==> src/rtl/irq_pkg.sv <==
package irq_pkg;
    typedef enum logic [1:0] {
        STK_EMPTY   = 2'd0,
        STK_PARTIAL = 2'd1,
        STK_FULL    = 2'd2
    } stk_state_e;
endpackage

==> src/rtl/irq_prio_pick.sv <==
module irq_prio_pick #(
    parameter int NUM_LEVELS = 8,
    parameter int LVL_W      = 4
) (
    input  logic [NUM_LEVELS-1:0] req,
    input  logic [LVL_W-1:0]      thresh,
    output logic                  any,
    output logic [LVL_W-1:0]      level
);
    logic [NUM_LEVELS-1:0] enabled;

    // A line is recognised only below the current threshold
    for (genvar i = 0; i < NUM_LEVELS; i++) begin : g_mask
        assign enabled[i] = req[i] && (LVL_W'(i) < thresh);
    end

    // Lowest recognised index wins
    always_comb begin
        level = '0;
        for (int k = NUM_LEVELS - 1; k >= 0; k--) begin
            if (enabled[k]) level = LVL_W'(k);
        end
    end

    assign any = |enabled;
endmodule

==> src/rtl/ipl_stack.sv <==
module ipl_stack
    import irq_pkg::*;
#(
    parameter int DEPTH = 4,
    parameter int LVL_W = 4
) (
    input  logic             clk,
    input  logic             rst_n,
    input  logic             push,
    input  logic             pop,
    input  logic [LVL_W-1:0] push_val,
    output logic [LVL_W-1:0] top_val,
    output logic             empty,
    output logic             ovf
);
    localparam int CNT_W = $clog2(DEPTH + 1);

    stk_state_e       state, state_nx;
    logic [CNT_W-1:0] count;
    logic [LVL_W-1:0] mem [DEPTH];
    logic             do_pop;

    assign do_pop = pop && !push && (state != STK_EMPTY);

    // Next-state logic
    always_comb begin
        state_nx = state;
        unique case (state)
            STK_EMPTY:   if (push) state_nx = (DEPTH == 1) ? STK_FULL : STK_PARTIAL;
            STK_PARTIAL: begin
                if (push && count == CNT_W'(DEPTH - 1))   state_nx = STK_FULL;
                else if (do_pop && count == CNT_W'(1))    state_nx = STK_EMPTY;
            end
            STK_FULL:    if (do_pop) state_nx = (DEPTH == 1) ? STK_EMPTY : STK_PARTIAL;
            default:     state_nx = STK_EMPTY;
        endcase
    end

    // State register
    always_ff @(posedge clk) begin
        if (!rst_n) state <= STK_EMPTY;
        else        state <= state_nx;
    end

    // Storage, fill count and overflow flag
    always_ff @(posedge clk) begin
        if (!rst_n) begin
            count <= '0;
            ovf   <= 1'b0;
            for (int k = 0; k < DEPTH; k++) mem[k] <= '0;
        end else if (push) begin
            for (int k = DEPTH - 1; k > 0; k--) mem[k] <= mem[k-1];
            mem[0] <= push_val;
            if (state == STK_FULL) ovf   <= 1'b1;
            else                   count <= count + CNT_W'(1);
        end else if (do_pop) begin
            for (int k = 0; k < DEPTH - 1; k++) mem[k] <= mem[k+1];
            mem[DEPTH-1] <= '0;
            count        <= count - CNT_W'(1);
        end
    end

    // Outputs
    always_comb begin
        top_val = mem[0];
        empty   = (state == STK_EMPTY);
    end

    a_r6_fill_bound: assert property (@(posedge clk) disable iff (!rst_n)
        count <= CNT_W'(DEPTH));
    a_r6_empty_agrees: assert property (@(posedge clk) disable iff (!rst_n)
        (state == STK_EMPTY) == (count == '0));
    a_r7_ovf_sticky: assert property (@(posedge clk) disable iff (!rst_n)
        ovf |=> ovf);
    a_r7_ovf_only_when_full: assert property (@(posedge clk) disable iff (!rst_n)
        $rose(ovf) |-> $past(state) == STK_FULL);
endmodule

==> src/rtl/irq_autovec_ctrl.sv <==
module irq_autovec_ctrl #(
    parameter int          NUM_LEVELS  = 8,
    parameter int          STACK_DEPTH = 4,
    parameter int          VEC_W       = 8,
    parameter logic [7:0]  BASE_VECTOR = 8'h40,
    localparam int         LVL_W       = $clog2(NUM_LEVELS + 1)
) (
    input  logic                  clk,
    input  logic                  rst_n,
    input  logic [NUM_LEVELS-1:0] irq_req,
    input  logic                  ack,
    input  logic                  ret,
    input  logic                  ipl_wr,
    input  logic [LVL_W-1:0]      ipl_wdata,
    output logic                  int_req,
    output logic [VEC_W-1:0]      vector,
    output logic [LVL_W-1:0]      ipl,
    output logic                  stk_ovf
);
    logic             pick_any;
    logic [LVL_W-1:0] pick_lvl;
    logic [LVL_W-1:0] stk_top;
    logic             stk_empty;
    logic             accept;
    logic             do_ret;

    irq_prio_pick #(.NUM_LEVELS(NUM_LEVELS), .LVL_W(LVL_W)) u_pick (
        .req    (irq_req),
        .thresh (ipl),
        .any    (pick_any),
        .level  (pick_lvl)
    );

    assign int_req = pick_any;
    assign accept  = ack && pick_any;
    assign do_ret  = ret && !accept && !stk_empty;

    ipl_stack #(.DEPTH(STACK_DEPTH), .LVL_W(LVL_W)) u_stack (
        .clk      (clk),
        .rst_n    (rst_n),
        .push     (accept),
        .pop      (do_ret),
        .push_val (ipl),
        .top_val  (stk_top),
        .empty    (stk_empty),
        .ovf      (stk_ovf)
    );

    // IPL and vector registers: acknowledge, then return, then software load
    always_ff @(posedge clk) begin
        if (!rst_n) begin
            ipl    <= LVL_W'(NUM_LEVELS);
            vector <= '0;
        end else if (accept) begin
            ipl    <= pick_lvl;
            vector <= VEC_W'(BASE_VECTOR) + VEC_W'(pick_lvl);
        end else if (do_ret) begin
            ipl    <= stk_top;
        end else if (ipl_wr) begin
            ipl    <= ipl_wdata;
        end
    end

    a_r3_zero_masks_all: assert property (@(posedge clk) disable iff (!rst_n)
        (ipl == '0) |-> !int_req);
    a_r2_req_needs_line: assert property (@(posedge clk) disable iff (!rst_n)
        int_req |-> (irq_req != '0));
    a_r4_ipl_rises: assert property (@(posedge clk) disable iff (!rst_n)
        (ack && int_req) |=> (ipl < $past(ipl)) &&
                             (vector == VEC_W'(BASE_VECTOR) + VEC_W'(ipl)));
    a_r5_vector_held: assert property (@(posedge clk) disable iff (!rst_n)
        !(ack && int_req) |=> $stable(vector));
endmodule

==> config.mk <==
export PLATFORM = sky130hd
export DESIGN_NAME = irq_autovec_ctrl
export DESIGN_NICKNAME = d
export VERILOG_FILES = /design/src/rtl/irq_pkg.sv /design/src/rtl/irq_prio_pick.sv /design/src/rtl/ipl_stack.sv /design/src/rtl/irq_autovec_ctrl.sv
export SDC_FILE = /design/constraint.sdc
export NUM_CORES = 1
export LEC_CHECK = 0
export BUFFER_PORTS_ARGS = -buffer_cell sky130_fd_sc_hd__buf_2
export CORE_MARGIN = 8
export CORE_UTILIZATION = 49
export CTS_CLUSTER_DIAMETER = 150
export DETAILED_ROUTE_END_ITERATION = 7
export GPL_ROUTABILITY_DRIVEN = 0
export MAX_ROUTING_LAYER = met4
export PLACE_DENSITY = 0.72
export SYNTH_ARGS = -nofsm -noshare
export SYNTH_HDL_FRONTEND = slang
export SYNTH_SLANG_ARGS = --single-unit
==> constraint.sdc <==
create_clock -name clk -period 6.3 [get_ports clk]
set_clock_uncertainty 0.1 [all_clocks]
set_input_delay 0.945 -clock clk [delete_from_list [all_inputs] [get_ports clk]]
set_output_delay 0.945 -clock clk [all_outputs]
set_load 0.1 [all_outputs]
# [Yosys cells after proc, flatten, opt, wreduce, memory -nomap -nowiden]
# Memory sizes are Yosys's and may differ from the RTL's.
# Cells that the tools add are included.
# Widths: inputs -> output; s select.
[classes] add_sub_neg=3 mul=0 div_mod_pow=0 magnitude_cmp=8 eq_ne=8 shifts=0 n_mux=35 bitwise_logic=8 reduce_logical=25
[ops] op="$mux 4" n=11
[ops] op="$mux 3" n=11
[ops] op="$lt 3x4->1 const A" n=4
[ops] op="$logic_and 1x1->1" n=15
[ops] op="$add 7x4->8 const A" n=1
[ops] op="$lt 1x4->1 const A" n=2
[ops] op="$lt 2x4->1 const A" n=2
[ops] op="$mux 1" n=8
[ops] op="$mux 2" n=4
[ops] op="$or 1x1->1" n=8
[ops] op="$reduce_or 8->1" n=1
[ops] op="$pmux 2 s3" n=1
[ops] op="$ne 2x1->1 const B" n=2
[ops] op="$reduce_and 2->1" n=2
[ops] op="$reduce_bool 2->1" n=2
[ops] op="$add 3x1->3 const B" n=1
[ops] op="$eq 3x1->1 const B" n=1
[ops] op="$eq 3x2->1 const B" n=1
[ops] op="$ne 3x1->1 const B" n=1
[ops] op="$reduce_and 3->1" n=1
[ops] op="$reduce_bool 3->1" n=1
[ops] op="$sub 3x1->3 const B" n=1
[ops] op="$eq 2x1->1 const B" n=1
[ops] op="$eq 2x2->1 const B" n=1
[ops] op="3 further kinds" n=4
[totals] regBits=18 latchBits=0 ram_bits=16 romBits=0 in_bits=17 output_inout_bits=14 word_cells=93 memories=1
[mem_list] name="u_stack.mem" words=4 word_bits=4 rd=4 rd_clocked_by_memory_dff=0 write_ports=4 line_no="ipl_stack.sv:20" rtl="logic [LVL_W-1:0] mem [DEPTH];"

# [Longest topological paths before layout]
[logic_depth] word_depth=14 mapped_depth=8 ltp_nobuf=6

# [Modules after synthesis]
# A second synthesis with hierarchy kept.
[hier_totals] cells_unflattened=184 hier_area_um2=1739.2
[by_module_without_submodules] mod="ipl_stack" instances=1 cells_per_inst=94 area_each_um2=1103.6 seq_area_each_um2=560.5
[by_module_without_submodules] mod="irq_autovec_ctrl" instances=1 cells_per_inst=52 area_each_um2=429.2 seq_area_each_um2=180.2
[by_module_without_submodules] mod="irq_prio_pick" instances=1 cells_per_inst=38 area_each_um2=206.4 seq_area_each_um2=0.0

# [Worst setup path before layout]
# Ideal clock, no wire load.
[synth_timing] path_type="register -> output" from="reg ipl[3]" to="out int_req" arrival_time_ns=2.474 required_time_ns=5.255 path_slack_ns=2.781 path_stages_with_launch=5 n_path_buf=1 cell_sequence="dfxtp_1 buf_2 a211oi_1 nor2_1 or3_1"
[synth_between] elab_chain_cells=3 word_cells_on_any_way=17 cone_classes="8 x order compare; 9 x reduce/logical"
[synth_rtl] element="start: declaration" line_no="irq_autovec_ctrl.sv:17" rtl="output logic [LVL_W-1:0] ipl,"
[synth_rtl] element="start signal: assignment" line_no="irq_autovec_ctrl.sv:52" rtl="ipl <= LVL_W'(NUM_LEVELS);"
[synth_rtl] element="start signal: assignment" line_no="irq_autovec_ctrl.sv:55" rtl="ipl <= pick_lvl;"
[synth_rtl] element="start signal: assignment" line_no="irq_autovec_ctrl.sv:58" rtl="ipl <= stk_top;"
[synth_rtl] element="$lt 1x4->1 (tied with other cells)" line_no="irq_prio_pick.sv:14" rtl="assign enabled[i] = req[i] && (LVL_W'(i) < thresh);"
[synth_rtl] element="$logic_and 1x1->1" line_no="irq_prio_pick.sv:14"
[synth_rtl] element="$reduce_or 8->1 (*)" line_no="irq_prio_pick.sv:25" rtl="assign any = |enabled;"
[synth_rtl] element="end: declaration" line_no="irq_autovec_ctrl.sv:15" rtl="output logic int_req,"
# Mark *: on every way between the ends. The rest lies on a longest branch, timed or not.

# [Worst setup path in the final report]
[layout_timing] from="in irq_req[0]" to="out int_req"
[layout_between] elab_chain_cells=2
[layout_rtl] element="start: declaration" line_no="irq_autovec_ctrl.sv:10" rtl="input logic [NUM_LEVELS-1:0] irq_req,"
[layout_rtl] element="$logic_and 1x1->1" line_no="irq_prio_pick.sv:14"
[layout_rtl] element="$reduce_or 8->1" line_no="irq_prio_pick.sv:25"
# Every way passes these cells.

==> impl_metrics.prom <==
# TYPE chip_impl_metric gauge
chip_impl_metric{name="dp_hpwl",unit="mm"} 2.68
chip_impl_metric{name="floorplan.rows",unit=""} 21
chip_impl_metric{name="mappedNetlistArea",unit="um^2"} 1710
chip_impl_metric{name="final.period_utilization",unit="%"} 51.9
chip_impl_info{name="tritoncts",value="done"} 1
chip_impl_info{name="setup.worst_path.end_class",value="output pin"} 1
chip_impl_metric{name="insertion_delay",unit="ns"} 0.33
chip_impl_metric{name="power_switching",unit="uW"} 187
chip_impl_metric{name="holdBufCountCts",unit=""} 0
chip_impl_metric{name="floorplan.initialDensity",unit="%"} 51.3
chip_impl_metric{name="pwr-share-clk",unit="%"} 23.5
chip_impl_info{name="rsz_0062_raised_after_global_routing",value="false"} 1
chip_impl_metric{name="die_height",unit="um"} 75.1
chip_impl_metric{name="cts-htree-levels",unit=""} 2
chip_impl_metric{name="headroom_to_the_max_slew_limit",unit="%"} 25.7
chip_impl_metric{name="layout.cell_area.non_filler",unit="um^2"} 1860
chip_impl_metric{name="combPwrFrac",unit="%"} 28.2
chip_impl_metric{name="drcViolationCount",unit=""} 0
chip_impl_metric{name="synthArstFlopShare",unit="%"} 0
chip_impl_metric{name="dpl_cell_area",unit="um^2"} 1800
chip_impl_info{name="synthDominantAreaCellType",value="sky130_fd_sc_hd__dfxtp_1"} 1
chip_impl_metric{name="drtPass1Iterations",unit=""} 4
chip_impl_metric{name="finalHoldViolCount",unit=""} 0
chip_impl_metric{name="yosys_register_bits",unit=""} 30
chip_impl_info{name="holdCritStartpoint",value="vector[1]"} 1
chip_impl_info{name="r2r-end",value="u_stack.mem[1][0]"} 1
chip_impl_metric{name="leakage",unit="nW"} 0.720
chip_impl_info{name="cp-start-kind",value="input pin"} 1
chip_impl_metric{name="power_frac_seq",unit="%"} 48.4
chip_impl_metric{name="die_x",unit="um"} 75.1
chip_impl_metric{name="finalCriticalPeriod",unit="ns"} 3.27
chip_impl_metric{name="power_switching_share",unit="%"} 37.1
chip_impl_info{name="ctsRootBufferMaster",value="sky130_fd_sc_hd__clkbuf_4"} 1
chip_impl_metric{name="intPower",unit="uW"} 317
chip_impl_info{name="synth.top_cells.by_area",value="sky130_fd_sc_hd__dfxtp_1, sky130_fd_sc_hd__edfxtp_1, sky130_fd_sc_hd__a21oi_1"} 1
chip_impl_metric{name="routed-via-count",unit=""} 1471
chip_impl_metric{name="track_usage",unit="%"} 15.0
chip_impl_info{name="setup.worst_path.class",value="in -> out"} 1
chip_impl_metric{name="max_clk_rate",unit="MHz"} 306
chip_impl_metric{name="design.core.area",unit="um^2"} 3340
chip_impl_metric{name="port-buffer-count",unit=""} 26
chip_impl_metric{name="synth-edff-count",unit=""} 12
chip_impl_metric{name="drv_cap",unit=""} 0
chip_impl_metric{name="cts-resized-gates",unit=""} 0
chip_impl_metric{name="total_negative_setup_slacks",unit="ns"} 0
chip_impl_info{name="holdCritPathClass",value="reg -> reg"} 1
chip_impl_metric{name="synth.yosys.seq_area_share",unit="%"} 42.1
chip_impl_metric{name="num-fill-cells",unit=""} 327
chip_impl_metric{name="worst-path-max-fanout",unit=""} 4
chip_impl_metric{name="tritoncts.num_buffers",unit=""} 5
chip_impl_metric{name="clock_path_buffers",unit=""} 2
chip_impl_metric{name="floorplan.die_area",unit="um^2"} 5640
chip_impl_metric{name="detail_route.iter0.violations",unit=""} 69
chip_impl_info{name="synth_flop_cell",value="sky130_fd_sc_hd__dfxtp_1"} 1
chip_impl_metric{name="wire_per_inst",unit="um"} 14.8
chip_impl_metric{name="p_r_area_growth_vs_syn",unit="%"} 8.47
chip_impl_metric{name="synth.distinct_cells",unit=""} 41
chip_impl_metric{name="grt_start_max_net_pins",unit=""} 31
chip_impl_metric{name="reg2reg_setup_slack",unit="ns"} 3.33
chip_impl_metric{name="final_layout_size_suffix_gt1_share",unit="%"} 19.0
chip_impl_metric{name="cts.reportedPaths.clkPinSlew",unit="ns"} 0.09
chip_impl_info{name="run_status",value="finished clean"} 1
chip_impl_metric{name="tightest_slew",unit="ns"} 1.11
chip_impl_metric{name="ant_nets",unit=""} 0
chip_impl_metric{name="pwr_per_cell_area",unit="nW/um^2"} 271
chip_impl_metric{name="synthDominantCellAreaShare",unit="%"} 21.0
chip_impl_metric{name="report.final.slew_viol_count",unit=""} 0
chip_impl_metric{name="finish.net_count",unit=""} 231
chip_impl_metric{name="synth_cells",unit=""} 193
chip_impl_metric{name="ir_worst_vdd",unit="mV"} 0.155
chip_impl_metric{name="hold_depth",unit=""} 2
chip_impl_metric{name="post_drt_via_cell_ratio",unit=""} 5.72
chip_impl_metric{name="postCtsSetupBuffers",unit=""} 0
chip_impl_metric{name="top_level_ports",unit=""} 31
chip_impl_metric{name="postRouteWirelength",unit="mm"} 3.82
chip_impl_metric{name="antenna_cells",unit=""} 0
chip_impl_metric{name="first_global_vias",unit=""} 1431
chip_impl_info{name="timing.hold.worst_endpoint",value="vector[1]"} 1
chip_impl_metric{name="overflow_left_after_global_routing",unit=""} 0
chip_impl_metric{name="clkSinkCount",unit=""} 30
chip_impl_metric{name="grt_pass1_wl",unit="mm"} 6.39
chip_impl_metric{name="avgSynthCellArea",unit="um^2"} 8.88
chip_impl_metric{name="grt_antenna_before_repair",unit=""} 0
chip_impl_metric{name="warnings_synthesis",unit=""} 0
chip_impl_metric{name="cp_required",unit="ns"} 5.25
chip_impl_metric{name="setup_viol_count_final",unit=""} 0
chip_impl_metric{name="critical_path_arrival",unit="ns"} 2.23
chip_impl_metric{name="timing.reg2reg.worst_path_depth",unit=""} 4
chip_impl_info{name="r2r_start",value="ipl[2]"} 1
## worst max path at each step
stage	depth (start not counted)	to	slack (ns)	startpoint
final	5	int_req	3.03	irq_req[0]
after CTS	5	int_req	3.03	irq_req[0]
after global placement	5	u_stack.mem[1][2]	2.80	irq_req[0]
after detailed placement	5	u_stack.mem[2][1]	2.73	irq_req[0]
after floorplan	4	int_req	2.78	ipl[3]
after global routing	5	u_stack.mem[1][0]	2.86	irq_req[0]
## cell usage in the layout, fill, tap and decap left out, types with 2 or more instances in the layout
cell type                   n
sky130_fd_sc_hd__nor2_1    11
sky130_fd_sc_hd__mux2i_1    6
sky130_fd_sc_hd__o21a_1     4
sky130_fd_sc_hd__ha_1       4
sky130_fd_sc_hd__o32ai_1    2
sky130_fd_sc_hd__o211ai_1   4
sky130_fd_sc_hd__edfxtp_1  12
sky130_fd_sc_hd__o21ai_0    7
sky130_fd_sc_hd__dfxtp_1   18
sky130_fd_sc_hd__nand2b_1   4
sky130_fd_sc_hd__mux2_2     2
sky130_fd_sc_hd__clkbuf_4   5
sky130_fd_sc_hd__nand2_1   25
sky130_fd_sc_hd__buf_2     26
sky130_fd_sc_hd__nand3_1   19
sky130_fd_sc_hd__inv_1      5
sky130_fd_sc_hd__a21oi_1   26
sky130_fd_sc_hd__or3_1      2
sky130_fd_sc_hd__a211oi_1   3
sky130_fd_sc_hd__conb_1     4
## Yosys cell counts (all sizes together) (5+ instances only)
cell	count
inv	5
buf	14
mux2i	6
dfxtp	18
a21oi	26
nand2	25
clkbuf	6
edfxtp	12
nor2	11
o21ai	7
nand3	19
## metrics by stage
step                      util (%)  power (mW)  worst slack (ns)  hold slack [ns]  cells
final                         55.7       0.504              3.03            0.368    257
after global routing          55.7       0.532              2.86            0.412    257
after CTS                     55.7       0.508              3.03            0.363    257
after detailed placement      53.9       0.389              2.73            0.350    249
after global placement        53.9       0.385              2.80            0.347    249
after floorplan                  -       0.367              2.78            0.348    196
## layer usage
layer  up-vias  wire length, um  share of wire (%)  GRT usage (%)
met1       698             1670                 44           17.3
met4         0               78                2.0           6.74
met2        42             1770                 46           23.3
met3        11              289                7.6           4.66
met5         -                0                  0              -
li1        720                -                  -              -
## critical path: stages
cell and delay (ns):
sky130_fd_sc_hd__buf_2 0.13, sky130_fd_sc_hd__a2111oi_4 0.38, sky130_fd_sc_hd__o22ai_2 0.16, sky130_fd_sc_hd__or3_1 0.32
sky130_fd_sc_hd__buf_2 0.30
## state kept, by name (all words and copies together), names as in the netlist
signal and cells:
u_stack.ovf 1, u_stack.state 2, ipl 4, vector 4, u_stack.mem 16, u_stack.count 3
## power by group through the flow
stage	combinational (mW)	sequential, mW	clock (mW)
global placement	0.139	0.247	0
global route	0.155	0.247	0.130
detailed placement	0.142	0.248	0
CTS	0.142	0.243	0.122
floorplan	0.0962	0.271	0
finish	0.142	0.244	0.118
## cell families after synthesis
group                      synth area share (%)
adders and majority gates                  2.92
muxes                                      4.82
buffers and inverters                      8.18
and+or+nand+nor                            17.1
AOI/OAI and AO/OA                          24.7
other                                     0.219
DFF                                        42.1
## final cells by class
type	count	area (um^2)	share of cell area [%]
Multi-Input combinational cell	141	863	46.5
Clock inverter	1	5.00	0.269
Timing Repair Buffer	27	138	7.41
Sequential cell	30	721	38.8
Inverter	5	18.8	1.01
Clock buffer	7	55.1	2.96
Tap cell	46	57.6	3.10
Note: power is estimated with default switching activity, not from simulation.
